==> config.mk <==
export PLATFORM = sky130hd
export DESIGN_NAME = wait_state_gen
export DESIGN_NICKNAME = d
export VERILOG_FILES = /design/src/rtl/wsg_pkg.sv /design/src/rtl/wsg_strobe_detect.sv /design/src/rtl/wsg_fill_chain.sv /design/src/rtl/wsg_tap_select.sv /design/src/rtl/wait_state_gen.sv
export SDC_FILE = /design/constraint.sdc
export NUM_CORES = 1
export LEC_CHECK = 0
export BUFFER_PORTS_ARGS = -buffer_cell sky130_fd_sc_hd__buf_2
export CELL_PAD_IN_SITES_DETAIL_PLACEMENT = 1
export CELL_PAD_IN_SITES_GLOBAL_PLACEMENT = 1
export CORE_AREA = 2 2 39 41
export DETAILED_ROUTE_END_ITERATION = 8
export DIE_AREA = 0 0 41 43
export PLACE_DENSITY_LB_ADDON = 0.1
export SYNTH_ARGS = -nofsm -noshare
export SYNTH_HDL_FRONTEND = slang
export SYNTH_HIERARCHICAL = 1
export SYNTH_SLANG_ARGS = --single-unit
==> constraint.sdc <==
create_clock -name clk -period 2.6 [get_ports clk]
set_clock_uncertainty 0.05 [all_clocks]
set_input_delay 0.52 -clock clk [delete_from_list [all_inputs] [get_ports clk]]
set_output_delay 0.52 -clock clk [all_outputs]
set_load 0.01 [all_outputs]
==> src/rtl/wsg_pkg.sv <==
package wsg_pkg;

  typedef struct packed {
    logic rd_n;
    logic wr_n;
    logic ack_n;
  } bus_strobes_t;

  // Any strobe at 0 means a bus transfer is in progress.
  function automatic logic strobe_live(bus_strobes_t s);
    return ~(s.rd_n & s.wr_n & s.ack_n);
  endfunction

endpackage

==> src/rtl/wsg_strobe_detect.sv <==
module wsg_strobe_detect
  import wsg_pkg::*;
(
  input  bus_strobes_t strobes,
  output logic         live
);

  always_comb live = strobe_live(strobes);

endmodule

==> src/rtl/wsg_fill_chain.sv <==
module wsg_fill_chain #(
  parameter int STAGES = 8
) (
  input  logic              clk,
  input  logic              rst,
  input  logic              live,
  output logic [STAGES-2:0] fill_next_hi
);

  logic [STAGES-1:0] fill_d;
  logic [STAGES-1:0] fill_q;

  // Serial input of 1 while live; the whole chain is cleared when idle.
  for (genvar i = 0; i < STAGES; i++) begin : g_stage
    if (i == 0) begin : g_head
      assign fill_d[i] = live;
    end else begin : g_body
      assign fill_d[i] = live & fill_q[i-1];
    end
  end

  always_ff @(posedge clk) begin
    if (rst) fill_q <= '0;
    else     fill_q <= fill_d;
  end

  assign fill_next_hi = fill_d[STAGES-1:1];

endmodule

==> src/rtl/wsg_tap_select.sv <==
module wsg_tap_select #(
  parameter int STAGES = 8,
  localparam int SEL_W = $clog2(STAGES)
) (
  input  logic [STAGES-2:0] fill_hi,
  input  logic [SEL_W-1:0]  sel,
  output logic              tap_full
);

  logic [STAGES-1:0] taps;

  for (genvar k = 0; k < STAGES; k++) begin : g_tap
    if (k == 0) begin : g_bypass
      assign taps[k] = 1'b1;
    end else begin : g_stage_tap
      assign taps[k] = fill_hi[k-1];
    end
  end

  always_comb tap_full = taps[sel];

endmodule

==> src/rtl/wait_state_gen.sv <==
module wait_state_gen #(
  parameter int STAGES = 8
) (
  input  logic                       clk,
  input  logic                       rst,
  input  logic                       rd_n,
  input  logic                       wr_n,
  input  logic                       inta_n,
  input  logic                       cs_n,
  input  logic [$clog2(STAGES)-1:0]  wait_sel,
  output logic                       rdy1
);
  import wsg_pkg::*;

  localparam int SEL_W = $clog2(STAGES);

  bus_strobes_t      strobes;
  logic              live;
  logic [STAGES-2:0] fill_next_hi;
  logic              tap_full;

  assign strobes = '{rd_n: rd_n, wr_n: wr_n, ack_n: inta_n};

  wsg_strobe_detect u_detect (
    .strobes (strobes),
    .live    (live)
  );

  wsg_fill_chain #(.STAGES(STAGES)) u_chain (
    .clk          (clk),
    .rst          (rst),
    .live         (live),
    .fill_next_hi (fill_next_hi)
  );

  wsg_tap_select #(.STAGES(STAGES)) u_tap (
    .fill_hi  (fill_next_hi),
    .sel      (wait_sel[SEL_W-1:0]),
    .tap_full (tap_full)
  );

  // Registered ready: low only for a selected device whose tap is empty.
  always_ff @(posedge clk) begin
    if (rst) rdy1 <= 1'b1;
    else     rdy1 <= cs_n | tap_full;
  end

endmodule

; Word-level counts from Yosys, hierarchy flattened
; Cells that the tools add are included.
[op_classes]
n_lt_le_gt_ge = 1
muxes = 2
n_bitwise = 11
[ops]
columns = op, n
row1 = 1-bit AND, 9
row2 = 3-bit by 4-bit less-than comparator with 1-bit output (second input constant), 1
row3 = 1-bit binary-select mux with 3-bit select, 1
row4 = 1-bit two-way mux, 1
row5 = 1-bit inverter, 1
row6 = 1-bit bitwise OR, 1
[word_totals]
regBits = 8
word_cells = 16

; Depth between registers and ports, before layout
[logic_depth]
word_depth = 7
mapped_depth = 6

; Hierarchy
; The synthesis kept the hierarchy.
[modules_own_cells]
columns = mod, n_inst, cells_each, area_each_um2, seq_area_each_um2
row1 = wsg_fill_chain, 1, 22, 259.0, 140.1
row2 = wsg_tap_select, 1, 5, 63.8, 0.0
row3 = wait_state_gen, 1, 2, 26.3, 20.0
row4 = wsg_strobe_detect, 1, 1, 5.0, 0.0

; Worst setup path after synthesis
; Ideal clock, no wire load.
[synth_path]
kind = input -> register
from = input inta_n
to = register rdy1
arrival_time_ps = 1981
required_time_ps = 2423
path_slack_ps = 442
cell_stages = 6
path_buffers = 1
cell_sequence = nand3_1 -> buf_6 -> and2_1 -> mux2_1 -> mux4_2 -> or3_1
[synth_via]
elab_chain_len = 6
[synth_rtl]
columns = item, line_no
row1 = "start, declared", wait_state_gen.sv:8  ; input logic inta_n,
row2 = 1-bit AND, wsg_pkg.sv:11  ; return ~(s.rd_n & s.wr_n & s.ack_n);
row3 = 1-bit inverter, wsg_pkg.sv:11
row4 = 1-bit AND, wsg_fill_chain.sv:18  ; assign fill_d[i] = live & fill_q[i-1];
row5 = named net fill_next_hi[6], wait_state_gen.sv:19  ; logic [STAGES-2:0] fill_next_hi;
row6 = 1-bit binary-select mux with 3-bit select, wsg_tap_select.sv:20  ; always_comb tap_full = taps[sel];
row7 = 1-bit two-way mux (not written as such), wsg_tap_select.sv:20
row8 = named net tap_full, wait_state_gen.sv:20  ; logic tap_full;
row9 = 1-bit bitwise OR, wait_state_gen.sv:45  ; else rdy1 <= cs_n | tap_full;
row10 = "end signal, assigned", wait_state_gen.sv:45
row11 = "end, declared", wait_state_gen.sv:11  ; output logic rdy1
; The timed path passes the listed nets, and every way through them passes these cells. The select of a mux whose other input is x is not followed.
; A chain may end at the register's enable or synchronous reset.

; Worst setup path in the final report
[layout_path]
from = input inta_n
to = register rdy1
[layout_via]
elab_chain_len = 6
[layout_rtl]
columns = item, line_no
row1 = 1-bit AND, wsg_pkg.sv:11
row2 = 1-bit inverter, wsg_pkg.sv:11
row3 = named net live, wait_state_gen.sv:18  ; logic live;
row4 = 1-bit AND, wsg_fill_chain.sv:18
row5 = named net fill_next_hi[6], wait_state_gen.sv:19
row6 = 1-bit binary-select mux with 3-bit select, wsg_tap_select.sv:20
row7 = 1-bit two-way mux (not written as such), wsg_tap_select.sv:20
row8 = named net tap_full, wait_state_gen.sv:20
row9 = 1-bit bitwise OR, wait_state_gen.sv:45
; The timed path passes the listed nets, and every way through them passes these cells. The select of a mux whose other input is x is not followed.

==> impl_metrics.py <==
metrics = {
    "sta": {
        "maxSlewHeadroom_pct": 75.1,
        "finalCritPeriodShare_pct": 84.2,
        "rsz0062_at_grt": "no",
        "fmax_mhz": 457,
        "period_needed_ns": 2.19,
        "setup_viol": 0,
        "fin_setup_tns_ns": 0,
        "fin_hold_ws_ns": 0.419,
        "setup_ws_ns": 0.411,
        "worstMarginPinSlew_ns": 0.372,
        "hold_viol": 0,
        "slew_violations": 0,
    },
    "grt": {
        "gr-total-overflow": 0,
        "grt_max_degree": 15,
        "first_global_vias": 286,
        "track_usage_pct": 10.8,
        "antenna_found_initial": 0,
        "grt_pass1_wl_um": 1170,
    },
    "place": {
        "port-buffer-count": 9,
        "pre_cts_ws_ns": 0.118,
        "gp_congestion": 0.624,
        "dp_cells": 54,
    },
    "clocking": {
        "clockBufferDepth": 2,
        "cts-root-buf": "clkbuf_4",
        "hold_buffers": 0,
        "cts_resized": 0,
        "cts_max_level": 1,
        "cts_tree": "done",
        "path_clk_slew_ns": 0.06,
        "cts.sinks": 8,
        "worstSkewPairLatency_ns": 0.26,
        "cts_made_buffers": 3,
        "post_cts_buffers": 0,
    },
    "power": {
        "ir_worst_vdd_uv": 185,
        "power-per-cell-area_nw_per_um2": 579,
        "power_leakage_nw": 0.210,
    },
    "detailed_routing": {
        "first_pass_iters": 2,
        "avgRoutedWirePerCell_um": 11.9,
        "vias": 260,
        "drt_iter0_drc": 1,
        "antenna_left": 0,
        "drc": 0,
        "postRouteWirelength_um": 678,
        "viasPerCell": 4.56,
    },
    "worst_hold_path": {
        "min_delay_worst_endpoint": "rdy1",
        "whs_path_depth": 2,
        "hp-class": "primary input to flip-flop",
        "hold_start": "cs_n",
    },
    "layout": {
        "n_antenna_cell": 0,
        "fin_nets": 52,
        "drive_above_1_share_pct": 46.3,
        "finish.utilization_pct": 31.1,
        "syn_to_final_growth_pct": 21.6,
        "instances_no_fill": 57,
    },
    "floorplan": {
        "placeableCoreArea_um2": 1380,
        "start_util_pct": 25.6,
        "io-pin-count": 10,
        "dieArea_um2": 1760,
        "chipWidth_um": 41,
        "fp.dieH_um": 43,
        "fp-row-count": 14,
    },
    "logic_synthesis": {
        "netlist_instances": 30,
        "synth_edf_count": 0,
        "syn_nets": 39,
        "yosysSeqAreaShare_pct": 45.2,
        "yosysTopAreaCell": "dfxtp_1",
        "synthArstFlopShare_pct": 0,
        "ys_ff_latch": 8,
        "synthTopCellsByArea": "dfxtp_1, and2_1, and3b_2, mux2_2, mux4_2",
        "synthesis.area_um2": 354,
        "synth_top_area_share_pct": 45.2,
        "ys_dominant_reg_cell": "dfxtp_1",
        "ys_warn_count": 6,
        "avgSynthCellArea_um2": 11.8,
        "synth_most_common_cell": "dfxtp_1",
        "yosysUniqueCellTypes": 12,
        "synthTopCellsByCount": "dfxtp_1, and2_1, and3b_2",
    },
    "worst_setup_path": {
        "cp.required_ns": 2.69,
        "worst-path-max-fanout": 14,
        "critical_path_class": "primary input to flip-flop",
        "crit_path_end_kind": "flip-flop",
        "cp-start-kind": "primary input",
        "crit_arrival_ns": 2.28,
        "r2r_cells": 4,
        "timing.rr.start": "u_chain/fill_q[6]",
        "reg2reg_to": "rdy1",
        "regToRegSetupSlack_ns": 0.85,
    },
    "outcome": {
        "status": "completed",
    },
    "job": {
        "maxCapViolCount": 0,
    },
}
[cell type report]
class                      instances  area [µm²]
multi-input combinational         21         183
tap                               16        20.0
clock buffer                       3        22.5
fill                             168         953
sequential                         8         160
timing repair buffer               9        45.0
[where the power goes]
group / total, mW / switching (mW) / internal, mW
clock: 0.0978 / 0.0448 / 0.0530
combinational: 0.0230 / 0.00888 / 0.0141
sequential: 0.128 / 0.00143 / 0.127
[per-stage QoR]
stage | power [mW] | instance area [µm²]
finish | 0.249 | 430
global placement | 0.153 | 408
detailed placement | 0.154 | 408
floorplan | 0.144 | 354
global route | 0.266 | 430
CTS | 0.256 | 430
[worst max-delay path, stage by stage]
cell and delay (ns):
buf_2 0.07, nand3_1 0.28, and2_1 0.26, mux2_1 0.29, mux4_2 0.46, or3_1 0.38
[kinds of logic after synthesis]
| logic type | Yosys count | synth area share (%) |
|---|---|---|
| multiplexers | 4 | 15.9 |
| AND/OR/NAND/NOR | 17 | 35.7 |
| buffers and inverters | 1 | 3.18 |
| flip-flops | 8 | 45.2 |
[state kept, by name, summed over array words and instances, names as in the netlist]
signal	flops
u_chain/fill_q	7
rdy1	1
[cells in the final DEF, fill, tap and decap left out]
master    count
and2_1        7
mux2_2        2
and3b_1       2
nor2b_1       1
mux2_1        1
or2b_1        1
and3b_2       4
mux4_2        1
buf_2         9
or3_1         1
nand3_1       1
dfxtp_1       8
clkbuf_4      3
[metal layers]
layer	track usage, %	vias to the layer above	wire, µm
met5	0	-	0
met4	10.0	0	22
met3	4.71	4	35
met2	15.9	7	348
met1	10.3	123	271
li1	-	126	-
[worst max path at each step]
stage,from,endpoint,cells past startpoint
6_report,inta_n,rdy1,6
5_1_grt,inta_n,rdy1,6
4_1_cts,inta_n,rdy1,6
3_3_place_gp,inta_n,rdy1,6
2_1_floorplan,inta_n,rdy1,6
3_5_place_dp,inta_n,rdy1,6
Note: power is estimated with default switching activity, not from simulation.
